**src/rtl/dsp_int_pkg.sv**
```systemverilog
package dsp_int_pkg;
  localparam int N_SRC    = 8;
  localparam int N_EXT    = 3;
  localparam int SW_LO    = 3;
  localparam int SW_HI    = 4;
  localparam int INT_BASE = 5;
  localparam int N_INT    = N_SRC - INT_BASE;
  localparam int SLOT_W   = 2;                 // log2 of words per vector slot
  localparam int ID_W     = $clog2(N_SRC);
  localparam int VEC_W    = ID_W + SLOT_W;
  localparam int FC_W     = 2 * N_SRC;
  localparam int CTL_NEST = 4;
  localparam int CTL_W    = CTL_NEST + 1;

  typedef enum logic [1:0] {SRC_EXT, SRC_SW, SRC_INT} src_kind_e;

  function automatic src_kind_e src_kind(input int idx);
    if (idx < N_EXT) return SRC_EXT;
    if (idx >= SW_LO && idx <= SW_HI) return SRC_SW;
    return SRC_INT;
  endfunction
endpackage

```
**src/rtl/int_sync.sv**
```systemverilog
module int_sync #(
  parameter int W = 3
) (
  input  logic         clk_i,
  input  logic         rst_ni,
  input  logic [W-1:0] line_ni,
  output logic [W-1:0] low_o,
  output logic [W-1:0] fall_o
);
  logic [W-1:0] s1_q, s2_q, prev_q;

  always_ff @(posedge clk_i or negedge rst_ni) begin
    if (!rst_ni) begin
      s1_q   <= '1;
      s2_q   <= '1;
      prev_q <= '1;
    end else begin
      s1_q   <= line_ni;
      s2_q   <= s1_q;
      prev_q <= s2_q;
    end
  end

  assign low_o  = ~s2_q;
  assign fall_o = prev_q & ~s2_q;
endmodule

```
**src/rtl/int_pending.sv**
```systemverilog
module int_pending
  import dsp_int_pkg::*;
#(
  parameter int NSrc = N_SRC,
  parameter int NExt = N_EXT
) (
  input  logic              clk_i,
  input  logic              rst_ni,
  input  logic [NExt-1:0]   fall_i,
  input  logic [NExt-1:0]   low_i,
  input  logic [NExt-1:0]   sense_i,
  input  logic [N_INT-1:0]  int_req_i,
  input  logic              fc_we_i,
  input  logic [2*NSrc-1:0] fc_wdata_i,
  input  logic [NSrc-1:0]   take_oh_i,
  output logic [NSrc-1:0]   req_o
);
  logic [NSrc-1:0] pend_q, set, now, clr, frc;

  assign clr = fc_we_i ? fc_wdata_i[NSrc-1:0]      : '0;
  assign frc = fc_we_i ? fc_wdata_i[2*NSrc-1:NSrc] : '0;

  for (genvar i = 0; i < NSrc; i++) begin : g_src
    if (src_kind(i) == SRC_EXT) begin : g_ext
      // edge mode: latch the fall, and let it request in the same cycle
      assign set[i] = (sense_i[i] & fall_i[i]) | frc[i];
      assign now[i] = sense_i[i] ? fall_i[i] : low_i[i];
    end else if (src_kind(i) == SRC_SW) begin : g_sw
      assign set[i] = frc[i];
      assign now[i] = 1'b0;
    end else begin : g_int
      assign set[i] = int_req_i[i-INT_BASE] | frc[i];
      assign now[i] = 1'b0;
    end

    a_r3_clear_wins: assert property (@(posedge clk_i) disable iff (!rst_ni)
      clr[i] |=> !pend_q[i]);
    a_r2_force_sets: assert property (@(posedge clk_i) disable iff (!rst_ni)
      (frc[i] && !clr[i] && !take_oh_i[i]) |=> pend_q[i]);
    a_r11_take_clears: assert property (@(posedge clk_i) disable iff (!rst_ni)
      (take_oh_i[i] && !set[i]) |=> !pend_q[i]);
  end

  always_ff @(posedge clk_i or negedge rst_ni) begin
    if (!rst_ni) pend_q <= '0;
    else         pend_q <= (pend_q | set) & ~take_oh_i & ~clr;
  end

  assign req_o = pend_q | now;
endmodule

```
**src/rtl/int_arb.sv**
```systemverilog
module int_arb
  import dsp_int_pkg::*;
#(
  parameter int NSrc = N_SRC
) (
  input  logic                     clk_i,
  input  logic                     rst_ni,
  input  logic [NSrc-1:0]          req_i,
  input  logic [NSrc-1:0]          imask_i,
  input  logic                     nest_en_i,
  input  logic                     isr_ret_i,
  output logic                     take_o,
  output logic [$clog2(NSrc)-1:0]  take_id_o,
  output logic [NSrc-1:0]          take_oh_o
);
  localparam int IdW = $clog2(NSrc);

  logic [NSrc-1:0] act_q, act_d, elig, ret_oh;
  logic [IdW-1:0]  cand_id, low_act_id;
  logic            cand_vld, act_vld;

  assign elig    = req_i & imask_i;
  assign act_vld = |act_q;
  assign ret_oh  = act_q & (~act_q + NSrc'(1));

  always_comb begin
    cand_vld   = 1'b0;
    cand_id    = '0;
    low_act_id = '0;
    for (int i = NSrc - 1; i >= 0; i--) begin
      if (elig[i]) begin
        cand_vld = 1'b1;
        cand_id  = IdW'(i);
      end
      if (act_q[i]) low_act_id = IdW'(i);
    end
  end

  assign take_o    = cand_vld && (!act_vld || (nest_en_i && cand_id < low_act_id));
  assign take_id_o = cand_id;
  assign take_oh_o = take_o ? (NSrc'(1) << cand_id) : '0;
  assign act_d     = (act_q & ~(isr_ret_i ? ret_oh : '0)) | take_oh_o;

  always_ff @(posedge clk_i or negedge rst_ni) begin
    if (!rst_ni) act_q <= '0;
    else         act_q <= act_d;
  end

  a_r9_hold_no_nest: assert property (@(posedge clk_i) disable iff (!rst_ni)
    (!nest_en_i && act_vld) |-> !take_o);
  a_r10_preempt_higher: assert property (@(posedge clk_i) disable iff (!rst_ni)
    (take_o && act_vld) |-> (nest_en_i && take_id_o < low_act_id));
  a_r11_active_onehot_take: assert property (@(posedge clk_i) disable iff (!rst_ni)
    take_o |=> act_q[$past(take_id_o)]);
endmodule

```
**src/rtl/dsp_int_ctrl.sv**
```systemverilog
module dsp_int_ctrl
  import dsp_int_pkg::*;
(
  input  logic              clk_i,
  input  logic              rst_ni,
  input  logic [N_EXT-1:0]  ext_irq_ni,
  input  logic [N_INT-1:0]  int_req_i,
  input  logic              fc_we_i,
  input  logic [FC_W-1:0]   fc_wdata_i,
  input  logic              ctl_we_i,
  input  logic [CTL_W-1:0]  ctl_wdata_i,
  input  logic [N_SRC-1:0]  imask_i,
  input  logic              isr_ret_i,
  output logic              irq_take_o,
  output logic [ID_W-1:0]   irq_id_o,
  output logic [VEC_W-1:0]  irq_vec_o
);
  logic [N_EXT-1:0] sense_q, low, fall;
  logic             nest_q;
  logic [N_SRC-1:0] req, take_oh;
  logic             ctl_unused;

  assign ctl_unused = ^ctl_wdata_i[CTL_NEST-1:N_EXT];

  always_ff @(posedge clk_i or negedge rst_ni) begin
    if (!rst_ni) begin
      sense_q <= '0;
      nest_q  <= 1'b0;
    end else if (ctl_we_i) begin
      sense_q <= ctl_wdata_i[N_EXT-1:0];
      nest_q  <= ctl_wdata_i[CTL_NEST];
    end
  end

  int_sync #(.W(N_EXT)) i_sync (
    .clk_i   (clk_i),
    .rst_ni  (rst_ni),
    .line_ni (ext_irq_ni),
    .low_o   (low),
    .fall_o  (fall)
  );

  int_pending #(.NSrc(N_SRC), .NExt(N_EXT)) i_pend (
    .clk_i      (clk_i),
    .rst_ni     (rst_ni),
    .fall_i     (fall),
    .low_i      (low),
    .sense_i    (sense_q),
    .int_req_i  (int_req_i),
    .fc_we_i    (fc_we_i),
    .fc_wdata_i (fc_wdata_i),
    .take_oh_i  (take_oh),
    .req_o      (req)
  );

  int_arb #(.NSrc(N_SRC)) i_arb (
    .clk_i     (clk_i),
    .rst_ni    (rst_ni),
    .req_i     (req),
    .imask_i   (imask_i),
    .nest_en_i (nest_q),
    .isr_ret_i (isr_ret_i),
    .take_o    (irq_take_o),
    .take_id_o (irq_id_o),
    .take_oh_o (take_oh)
  );

  assign irq_vec_o = {irq_id_o, {SLOT_W{1'b0}}};

  a_r8_masked_never_taken: assert property (@(posedge clk_i) disable iff (!rst_ni)
    irq_take_o |-> imask_i[irq_id_o]);
  a_r1_quiet_after_reset: assert property (@(posedge clk_i) disable iff (!rst_ni)
    $rose(rst_ni) |-> !irq_take_o);
endmodule

```
**config.mk**
```make
export PLATFORM = sky130hd
export DESIGN_NAME = dsp_int_ctrl
export DESIGN_NICKNAME = d
export VERILOG_FILES = /design/src/rtl/dsp_int_pkg.sv /design/src/rtl/int_sync.sv /design/src/rtl/int_pending.sv /design/src/rtl/int_arb.sv /design/src/rtl/dsp_int_ctrl.sv
export SDC_FILE = /design/constraint.sdc
export NUM_CORES = 1
export LEC_CHECK = 0
export BUFFER_PORTS_ARGS = -buffer_cell sky130_fd_sc_hd__buf_2
export CORE_MARGIN = 5
export CORE_UTILIZATION = 48
export CTS_BUF_LIST = sky130_fd_sc_hd__clkbuf_2 sky130_fd_sc_hd__clkbuf_4 sky130_fd_sc_hd__clkbuf_8
export CTS_CLUSTER_DIAMETER = 50
export DETAILED_ROUTE_END_ITERATION = 7
export PLACE_DENSITY = 0.81
export SLEW_MARGIN = 10
export SYNTH_ARGS = -nofsm -noshare
export SYNTH_HDL_FRONTEND = slang
export SYNTH_HIERARCHICAL = 1
export SYNTH_SLANG_ARGS = --single-unit
```
**constraint.sdc**
```tcl
create_clock -name clk_i -period 2.15 [get_ports clk_i]
set_input_delay 0.215 -clock clk_i [delete_from_list [all_inputs] [get_ports clk_i]]
set_output_delay 0.215 -clock clk_i [all_outputs]
set_load 0.1 [all_outputs]
```
Yosys cells after proc, flatten, opt, wreduce, memory -nomap -nowiden. Index checks and enable logic that the tools add are counted.

Register bits: 29. Input bits: 40. Output and inout bits: 9. Word-level logic and storage cells: 69.

Add/sub/neg operators: 1. Magnitude comparators: 1. Shifts and indexed selects: 1. Multiplexer cells: 31. Bitwise gates (word level): 23. Reduce and logical (&&, ||, !) cells: 5.

Operators with widths (number): 3-bit 2-to-1 mux (16); 8-bit bitwise AND (5); 8-bit 2-to-1 mux (4); 8-bit inverter (4); 8-bit bitwise OR (2); 1-bit 2-to-1 mux (11); 8-bit by 1-bit adder with 8-bit output (second input constant) (1); 8-bit by 3-bit bitwise OR with 8-bit output (1); 8-bit OR reduction (1); 1-bit by 3-bit << shifter with 8-bit output (first input constant) (1); 1-bit bitwise OR (6); 1-bit bitwise AND (3); 3-bit bitwise AND (1); 3-bit less-than comparator (1); 3-bit inverter (1); 1-bit logical AND (2); 1-bit logical NOT (1); 1-bit logical OR (1).

Logic depth before layout (Yosys ltp). Gate-level depths: netlist of the first run.

Word-level depth: 21. Gate-level depth with buffers: 10. Gate-level depth less buffers: 10.

By module. The synthesis of the first run kept the hierarchy.

By module, submodules not included: int_arb (instances 1, cells an instance 91, area an instance 715.7 um^2, seq. area each 200.2 um^2); int_pending (instances 1, cells an instance 40, area an instance 459.2 um^2, seq. area each 200.2 um^2); int_sync (instances 1, cells an instance 15, area an instance 266.5 um^2, seq. area each 236.5 um^2); dsp_int_ctrl (instances 1, cells an instance 14, area an instance 186.4 um^2, seq. area each 100.1 um^2).

Worst setup path after synthesis of the first run. OpenSTA, ideal clock, no wires.

Path type: register to register. From: register i_sync.s2_q[1]. To: register i_pend.pend_q[0]. Setup time: 0.094 ns. Data arrival time: 4.469 ns. Required time: 2.056 ns. Setup slack: -2.413 ns. Stages on the path, launching flop included: 10. Path buffers: 0. Clock period less this slack: 4.563 ns. Cell sequence: dfstp_2 nor2b_1 a21oi_1 o21ai_0 a22o_1 a211oi_1 a311oi_1 nor2_1 nor3_1 a221oi_2.

Longest elaborated chain between the ends: 15. Elaborated cells on any way between the ends: 18. Those cells by class: order compare: 1; shift: 1; mux: 6; bitwise: 7; reduce/logical: 3.

RTL lines: start: declaration (RTL line int_sync.sv:10) `logic [W-1:0] s1_q, s2_q, prev_q;`; start signal: assignment (RTL line int_sync.sv:19) `s2_q <= s1_q;`; 3-bit inverter (*) (RTL line int_sync.sv:25) `assign fall_o = prev_q & ~s2_q;`; 3-bit bitwise AND (*) (RTL line int_sync.sv:25); net fall[1] (RTL line dsp_int_ctrl.sv:18) `logic [N_EXT-1:0] sense_q, low, fall;`; 1-bit 2-to-1 mux (*) (RTL line int_pending.sv:27) `assign now[i] = sense_i[i] ? fall_i[i] : low_i[i];`; 8-bit by 3-bit bitwise OR with 8-bit output (*) (RTL line int_pending.sv:49) `assign req_o = pend_q | now;`; net req[1] (RTL line dsp_int_ctrl.sv:20) `logic [N_SRC-1:0] req, take_oh;`; 8-bit bitwise AND (*) (RTL line int_arb.sv:22) `assign elig = req_i & imask_i;`; 3-bit 2-to-1 mux (*) (2 in a row) (RTL line int_arb.sv:31) `if (elig[i]) begin`; net irq_id_o[2] (RTL line dsp_int_ctrl.sv:15) `output logic [ID_W-1:0] irq_id_o,`; 3-bit less-than comparator (RTL line int_arb.sv:39) `assign take_o = cand_vld && (!act_vld || (nest_en_i && cand_id < low_act_id));`; 1-bit logical AND (RTL line int_arb.sv:39); 1-bit logical OR (RTL line int_arb.sv:39); 1-bit logical AND (RTL line int_arb.sv:39); 8-bit 2-to-1 mux (*) (RTL line int_arb.sv:41) `assign take_oh_o = take_o ? (NSrc'(1) << cand_id) : '0;`; net take_oh[0] (RTL line dsp_int_ctrl.sv:20); 8-bit inverter (*) (RTL line int_pending.sv:46) `else pend_q <= (pend_q | set) & ~take_oh_i & ~clr;`; 8-bit bitwise AND (*) (2 in a row) (RTL line int_pending.sv:46); end signal: assignment (RTL line int_pending.sv:46); end: declaration (RTL line int_pending.sv:18) `logic [NSrc-1:0] pend_q, set, now, clr, frc;`.

The timed path passes the listed nets; every way through them passes the cells marked *. A chain may end at the register's enable or synchronous reset.

Worst setup path in the final report of the first run.
From: register i_sync.s2_q[1]. To: output port irq_take_o.

Longest elaborated chain between the ends: 11. Elaborated cells on any way between the ends: 13. Those cells by class: order compare: 1; mux: 5; bitwise: 4; reduce/logical: 3.

RTL lines: 3-bit inverter (*) (RTL line int_sync.sv:25); 3-bit bitwise AND (*) (RTL line int_sync.sv:25); net fall[1] (RTL line dsp_int_ctrl.sv:18); 1-bit 2-to-1 mux (*) (RTL line int_pending.sv:27); 8-bit by 3-bit bitwise OR with 8-bit output (*) (RTL line int_pending.sv:49); net req[1] (RTL line dsp_int_ctrl.sv:20); 8-bit bitwise AND (*) (RTL line int_arb.sv:22); 3-bit 2-to-1 mux (2 in a row) (RTL line int_arb.sv:31); 3-bit less-than comparator (RTL line int_arb.sv:39); 1-bit logical AND (RTL line int_arb.sv:39); 1-bit logical OR (RTL line int_arb.sv:39); 1-bit logical AND (*) (RTL line int_arb.sv:39); end: declaration (RTL line dsp_int_ctrl.sv:14) `output logic irq_take_o,`.

Marked as above.

==> results of run 1 <==
critical path, stage by stage (launching register included):
cell	delay (ns)
dfstp_2	0.55
nor2b_1	0.06
a21oi_2	0.18
o21ai_2	0.11
buf_4	0.15
a22oi_1	0.40
a31oi_1	0.23
nand2b_1	0.17
o21ai_4	0.07
buf_12	0.17
repair_timing:
action                                  CTS  global route
hold buffers                              4             0
gates resized for setup                  26            25
hold endpoints to repair                 23             0
setup buffers                             8             7
endpoints found under the setup margin   23            23
pin swaps                                10            15
routing by layer:
metal  track usage  wire length [microns]
met1         0.247                   1990
met2         0.433                   2920
met3        0.0739                    343
met4         0.136                    297
met5             0                      0
cell type report:
class / instances / area share
multi-input combinational: 111 / 0.380
timing repair buffer: 95 / 0.282
sequential: 29 / 0.278
tap: 46 / 0.0217
clock buffer: 6 / 0.0193
inverter: 9 / 0.0142
clock inverter: 2 / 0.00519
metrics by stage:
| step | TNS [ns] | power (uW) | hold WS [ns] | area (sq um) |
|---|---|---|---|---|
| 2_1_floorplan | -6.19 | 2160 | -0.0806 | 1700 |
| 3_5_place_dp | -2.88 | 2890 | 0.268 | 2220 |
| 5_1_grt | -6.67 | 4130 | 0.0434 | 2650 |
| 3_3_place_gp | -2.04 | 2860 | 0.267 | 2220 |
| 4_1_cts | -4.28 | 3600 | 0.0350 | 2490 |
| 6_report | -5.13 | 3950 | 0.0518 | 2650 |
report_power, final:
| group | internal [uW] | switching, uW |
|---|---|---|
| Clock | 159 | 199 |
| Sequential | 667 | 140 |
| Combinational | 1220 | 1570 |
registers in the layout, indices dropped and copies added, names as in the netlist:
| name | count |
|---|---|
| i_arb/act_q | 8 |
| i_pend/pend_q | 8 |
| i_sync/prev_q | 3 |
| i_sync/s1_q | 3 |
| i_sync/s2_q | 3 |
| sense_q | 3 |
| nest_q | 1 |
cell families after synthesis:
kind of cell | after synthesis
flip-flops | 29
AND/OR/NAND/NOR | 47
AO/OA/AOI/OAI | 58
multiplexers | 4
other | 1
buffers and inverters | 21
worst paths after layout:
path                       slack (ns)                    endpoint                startpoint  cells after the start
max                             -0.47                  irq_take_o  i_sync/s2_q[1]$_DFF_PN1_                      9
min                              0.05  i_pend/pend_q[4]$_DFF_PN0_             fc_wdata_i[4]                      2
max reg2reg                     -0.31  i_pend/pend_q[3]$_DFF_PN0_  i_sync/s2_q[1]$_DFF_PN1_                      9
min reg2reg                      0.36    i_sync/s2_q[2]$_DFF_PN1_  i_sync/s1_q[2]$_DFF_PN1_                      0
max in group asynchronous        1.27  i_pend/pend_q[2]$_DFF_PN0_                    rst_ni                      2
min in group asynchronous        0.44    i_arb/act_q[1]$_DFF_PN0_                    rst_ni                      2
cells in the final DEF, fill, tap and decap left out, types with 6 or more instances in the layout:
| master | synthesis | routed |
|---|---|---|
| o21ai_0 | 13 | 7 |
| nand2_1 | 12 | 11 |
| buf_12 | 1 | 8 |
| dfstp_2 | 9 | 9 |
| a21oi_2 | 3 | 7 |
| dfrtp_1 | 20 | 20 |
| buf_2 | 0 | 38 |
| nor2_1 | 11 | 6 |
| buf_4 | 10 | 40 |
| inv_1 | 9 | 8 |
==> impl_metrics.csv, run 1 <==
group,metric,value,unit
outcome,status,"finished with violations",
outcome,violations,"setup timing",
synth,synth_edf_count,0,
sta,rsz0062_at_grt,"yes",
sta,relSlewSlack,0.528,
grt,grt_max_degree,30,
routing,num_vias,1722,
routing,drc_errors,0,
grt,grt_pass1_wl,8230,microns
clocking,h-tree-depth,2,
sta,fin_worst_skew,0.0194,ns
layout,seqCellArea,737,sq um
synth,synth_cells,160,
setup_path,worstPathMaxFanout,3,
setup_path,worstPathRequired,1.93,ns
clocking,clkSinkCount,29,
clocking,cts_buffers,5,
clocking,clk_latency,0.33,ns
sta,worst_slack,-0.473,ns
synth,avgSynthCellArea,10.2,sq um
placed_design,dp_hpwl,3390,microns
synth,yosysWarnings,6,
placed_design,dpl.cell_count,274,
die,die_h,68.2,microns
setup_path,critical_path_class,"flip-flop to primary output",
die,io_pins,49,
synth,yosys.area_share.simple,0.161,
synth,ys.flop_type,"dfrtp_1",
synth,synth-compound-area-share,0.270,
sta,setup_viol,23,
layout,antenna_cells,0,
setup_path,worst_setup_path_end_kind,"primary output",
sta,slew_viol_final,0,
grt,grt_antenna_before_repair,0,
clocking,cts_tree,"yes",
synth,synthXorXnorAreaFrac,0,
placed_design,gp_congestion,0.929,
layout,instances_no_fill,298,
routing,drt-vias-per-instance,5.78,
sta,period_needed,2.62,ns
synth,yosys.area.top_type,"dfrtp_1",
synth,synth_top_family_by_area,"compound AO/OA/AOI/OAI gates",
flow_run,maxCapViolCount,0,
pwr,power.density,1490,mW/mm^2
grt,grt_pass1_vias,1835,
synth,synth_cell_type_count,39,
setup_path,worstPathArrival,2.41,ns
pwr,power_leakage,0.00116,uW
synth,synth.area.mux_share,0.0277,
grt,track_usage,0.242,
die,initial_utilization,0.492,
synth,synthAdderAreaFrac,0,
layout,multi_input_area,0.00101,sq mm
clocking,root_buffer,"clkbuf_4",
worst_hold_path,hp-class,"primary input to flip-flop",
synth,ys_ff_latch,29,
layout,syn2layout_area_growth,62.9,%
placed_design,port_buffers,45,
placed_design,dpl_worst_slack,-0.332,ns
routing,routed_wl,5560,microns
routing,ant_nets,0,
sta,period_share,1.22,
clocking,clockBufferDepth,2,
synth,synth_area_leaders,"dfrtp_1, dfstp_2, buf_4",
layout,fin_util,0.801,
synth,async_reset_ff_frac,1.00,
die,design.die.area,0.00466,sq mm
synth,synth_most_common_cell,"dfrtp_1",
die,die_w,68.2,microns
layout,n_fill_cell,191,
setup_path,setup.worst_path.start_class,"flip-flop",
routing,drt_iter0_drc,122,
sta,worst-slew-pin-transition,0.707,ns
synth,synthTopCellsByCount,"dfrtp_1, o21ai_0, nand2_1",
grt,grt-ovfl-total,0,
sta,hold_viol_final,0,
layout,nets,291,
die,rows,21,
synth,synth.top_cell.area_share,0.307,
routing,dr.pass1.iters,4,
routing,routedWlPerCell,18.6,microns
sta,fmax,381,MHz
clocking,path_clk_slew,0.11,ns
pwr,vdd_ir_drop_max,818,uV
layout,drive_gt1_frac,0.651,
die,coreArea,0.00331,sq mm
synth,synth-seq-area-share,0.453,
synth,synth_area,0.00163,sq mm
No activity file was read; power rests on OpenSTA's default activity.
==> run 2, diff against run 1 <==
--- a/config.mk
+++ b/config.mk
@@ -7,12 +7,11 @@
 export LEC_CHECK = 0
 export BUFFER_PORTS_ARGS = -buffer_cell sky130_fd_sc_hd__buf_2
 export CORE_MARGIN = 5
-export CORE_UTILIZATION = 48
+export CORE_UTILIZATION = 53
 export CTS_BUF_LIST = sky130_fd_sc_hd__clkbuf_2 sky130_fd_sc_hd__clkbuf_4 sky130_fd_sc_hd__clkbuf_8
 export CTS_CLUSTER_DIAMETER = 50
 export DETAILED_ROUTE_END_ITERATION = 7
-export PLACE_DENSITY = 0.81
-export SLEW_MARGIN = 10
+export PLACE_DENSITY = 0.85
 export SYNTH_ARGS = -nofsm -noshare
 export SYNTH_HDL_FRONTEND = slang
 export SYNTH_HIERARCHICAL = 1
==> constraint.sdc (replaced) <==
create_clock -name clk_i -period 2.44 [get_ports clk_i]
set_input_delay 0.244 -clock clk_i [delete_from_list [all_inputs] [get_ports clk_i]]
set_output_delay 0.244 -clock clk_i [all_outputs]
set_load 0.1 [all_outputs]
==> run 2 against run 1 <==
Effect of this change: via count down 7.6%; combinational power decreased by 29%; register-to-register slack improved by 0.27 ns; clock-buffer cell count unchanged; critical path depth is 2 higher; the run still ends with setup timing left; die area is 8.1% lower; hold slack gained 0.015 ns; cell area shrank 11%; total power is 24% lower; sequential cell count stayed put; sequential power down 8.7%; critical path type unchanged.
==> impl_metrics.csv, run 2 (synthesized netlist as in run 1, its figures left out) <==
group,metric,value,unit
die,design.die.area,0.00428,sq mm
setup_path,regToRegStartpoint,"i_sync/prev_q[1]$_DFF_PN1_",
outcome,violations,"setup timing",
routing,ant_nets,0,
routing,routedWlPerCell,18.3,microns
setup_path,worstPathRequired,2.20,ns
die,die_h,65.4,microns
setup_path,crit_start,"i_sync/s2_q[0]$_DFF_PN1_",
die,initial_utilization,0.542,
die,die_w,65.4,microns
setup_path,worstPathMaxFanout,3,
die,io_pins,49,
worst_hold_path,whs_path_depth,2,
pwr,power.density,1280,mW/mm^2
setup_path,r2r_slack,-0.04,ns
flow_run,maxCapViolCount,0,
pwr,vdd_ir_drop_max,575,uV
placed_design,port_buffers,45,
clocking,cts_tree,"yes",
setup_path,setup.worst_path.start_class,"flip-flop",
die,rows,20,
clocking,root_buffer,"clkbuf_4",
placed_design,dpl_cell_area,0.00204,sq mm
layout,nets,271,
layout,multi_input_area,897,sq um
setup_path,rr_worst_depth,11,
sta,fin_worst_skew,0.0120,ns
layout,seqCellArea,737,sq um
routing,drc_errors,0,
sta,rsz0062_at_grt,"yes",
grt,grt-ovfl-total,0,
pwr,pwr-share-comb,0.658,
clocking,h-tree-depth,2,
die,coreArea,0.00300,sq mm
routing,routed_wl,4850,microns
sta,hold_viol_final,0,
sta,fmax,374,MHz
layout,drive_gt1_frac,0.569,
routing,dr.pass1.iters,4,
layout,final_common_cell,"buf_2",
layout,final_area,0.00236,sq mm
outcome,status,"finished with violations",
setup_path,r2r_end,"i_pend/pend_q[4]$_DFF_PN0_",
sta,slew_viol_final,0,
grt,grt_pass1_wl,7240,microns
setup_path,cp-endpoint,"irq_take_o",
setup_path,critical_path_class,"flip-flop to primary output",
sta,worst-slew-pin-transition,0.661,ns
grt,track_usage,0.221,
sta,period_needed,2.68,ns
routing,drt_iter0_drc,92,
pwr,p_sw,1480,uW
grt,grt_pass1_vias,1588,
pwr,cellInternalPower,1530,uW
pwr,sw_frac_of_total,0.491,
sta,relSlewSlack,0.559,
pwr,power_leakage,0.00103,uW
sta,worst_slack,-0.236,ns
grt,grt_max_degree,30,
pwr,seqPwrFrac,0.245,
layout,fin_util,0.785,
layout,syn2layout_area_growth,44.7,%
layout,n_fill_cell,182,
placed_design,gp_congestion,0.991,
setup_path,worstPathArrival,2.43,ns
clocking,clockBufferDepth,2,
setup_path,worst_setup_path_end_kind,"primary output",
clocking,clkSinkCount,29,
pwr,clkPwrFrac,0.097,
clocking,path_clk_slew,0.10,ns
sta,worst_hold_slack,0.0673,ns
routing,num_vias,1591,
grt,grt_antenna_before_repair,0,
sta,final.setup.tns,-0.776,ns
pwr,total_power,3010,uW
clocking,cts_buffers,5,
routing,drt-vias-per-instance,6.00,
layout,antenna_cells,0,
sta,setup_viol,8,
clocking,clk_latency,0.34,ns
sta,period_share,1.10,
placed_design,dp_hpwl,3330,microns
layout,reg_top3,"i_arb/act_q x8, i_pend/pend_q x8",
layout,mostFrequentLayoutCells,"buf_2, dfrtp_1, buf_4, nand2_1, dfstp_2",
worst_hold_path,hp-class,"primary input to flip-flop",
[run 2: cell count changes in the layout (fill, tap and decap cells not counted), sizes merged]
cell,before,now
buf,91,71
[run 2: timing repair]
| action | 4_1_cts | 5_1_grt |
|---|---|---|
| hold buffers | 4 | 0 |
| hold endpoints to repair | 23 | 0 |
| buffers inserted | 4 | 5 |
| pin swaps | 5 | 5 |
| gates resized for setup | 13 | 26 |
| setup endpoints to repair | 10 | 15 |
[run 2: critical path: stages (launching register included)]
cell	delay (ns)
dfstp_2	0.57
buf_4	0.12
inv_1	0.04
inv_1	0.06
o21ai_2	0.07
buf_4	0.14
a22o_1	0.27
a21oi_2	0.20
a21oi_2	0.11
a22oi_2	0.24
o21ai_4	0.10
buf_12	0.17
[run 2: worst min path at each step]
stage | start | endpoint | slack, ns
4_1_cts | fc_wdata_i[0] | i_pend/pend_q[0]$_DFF_PN0_ | 0.06
2_1_floorplan | rst_ni | i_arb/act_q[0]$_DFF_PN0_ | -0.05
3_3_place_gp | rst_ni | i_arb/act_q[4]$_DFF_PN0_ | 0.29
6_report | fc_wdata_i[0] | i_pend/pend_q[0]$_DFF_PN0_ | 0.07
5_1_grt | fc_wdata_i[0] | i_pend/pend_q[0]$_DFF_PN0_ | 0.05
3_5_place_dp | rst_ni | i_arb/act_q[4]$_DFF_PN0_ | 0.31
[run 2: power by group through the flow]
stage / combinational, uW / sequential (uW) / clock, uW
2_1_floorplan: 1190 / 695 / 0
3_3_place_gp: 1530 / 722 / 0
3_5_place_dp: 1580 / 731 / 0
4_1_cts: 1760 / 723 / 301
5_1_grt: 2080 / 751 / 323
6_report: 1980 / 737 / 293
[run 2: metal layers]
| metal | up-vias | part of all wire | GRT usage |
|---|---|---|---|
| li1 | 727 | - | - |
| met5 | - | 0 | 0 |
| met4 | 0 | 0.021 | 0.0570 |
| met2 | 78 | 0.55 | 0.410 |
| met3 | 13 | 0.067 | 0.0581 |
| met1 | 773 | 0.36 | 0.248 |
[run 2: through the flow]
step / cells / setup WS (ns)
floorplan: 161 / -0.361
global placement: 244 / -0.0728
detailed placement: 244 / -0.161
CTS: 260 / -0.226
global route: 265 / -0.352
finish: 265 / -0.236
[run 2: area by class of cell]
cell class	count	share of cell area
clock buffer	6	0.0191
clock inverter	2	0.00425
inverter	9	0.0159
multi-input combinational	111	0.381
sequential	29	0.313
tap	33	0.0175
timing repair buffer	75	0.250
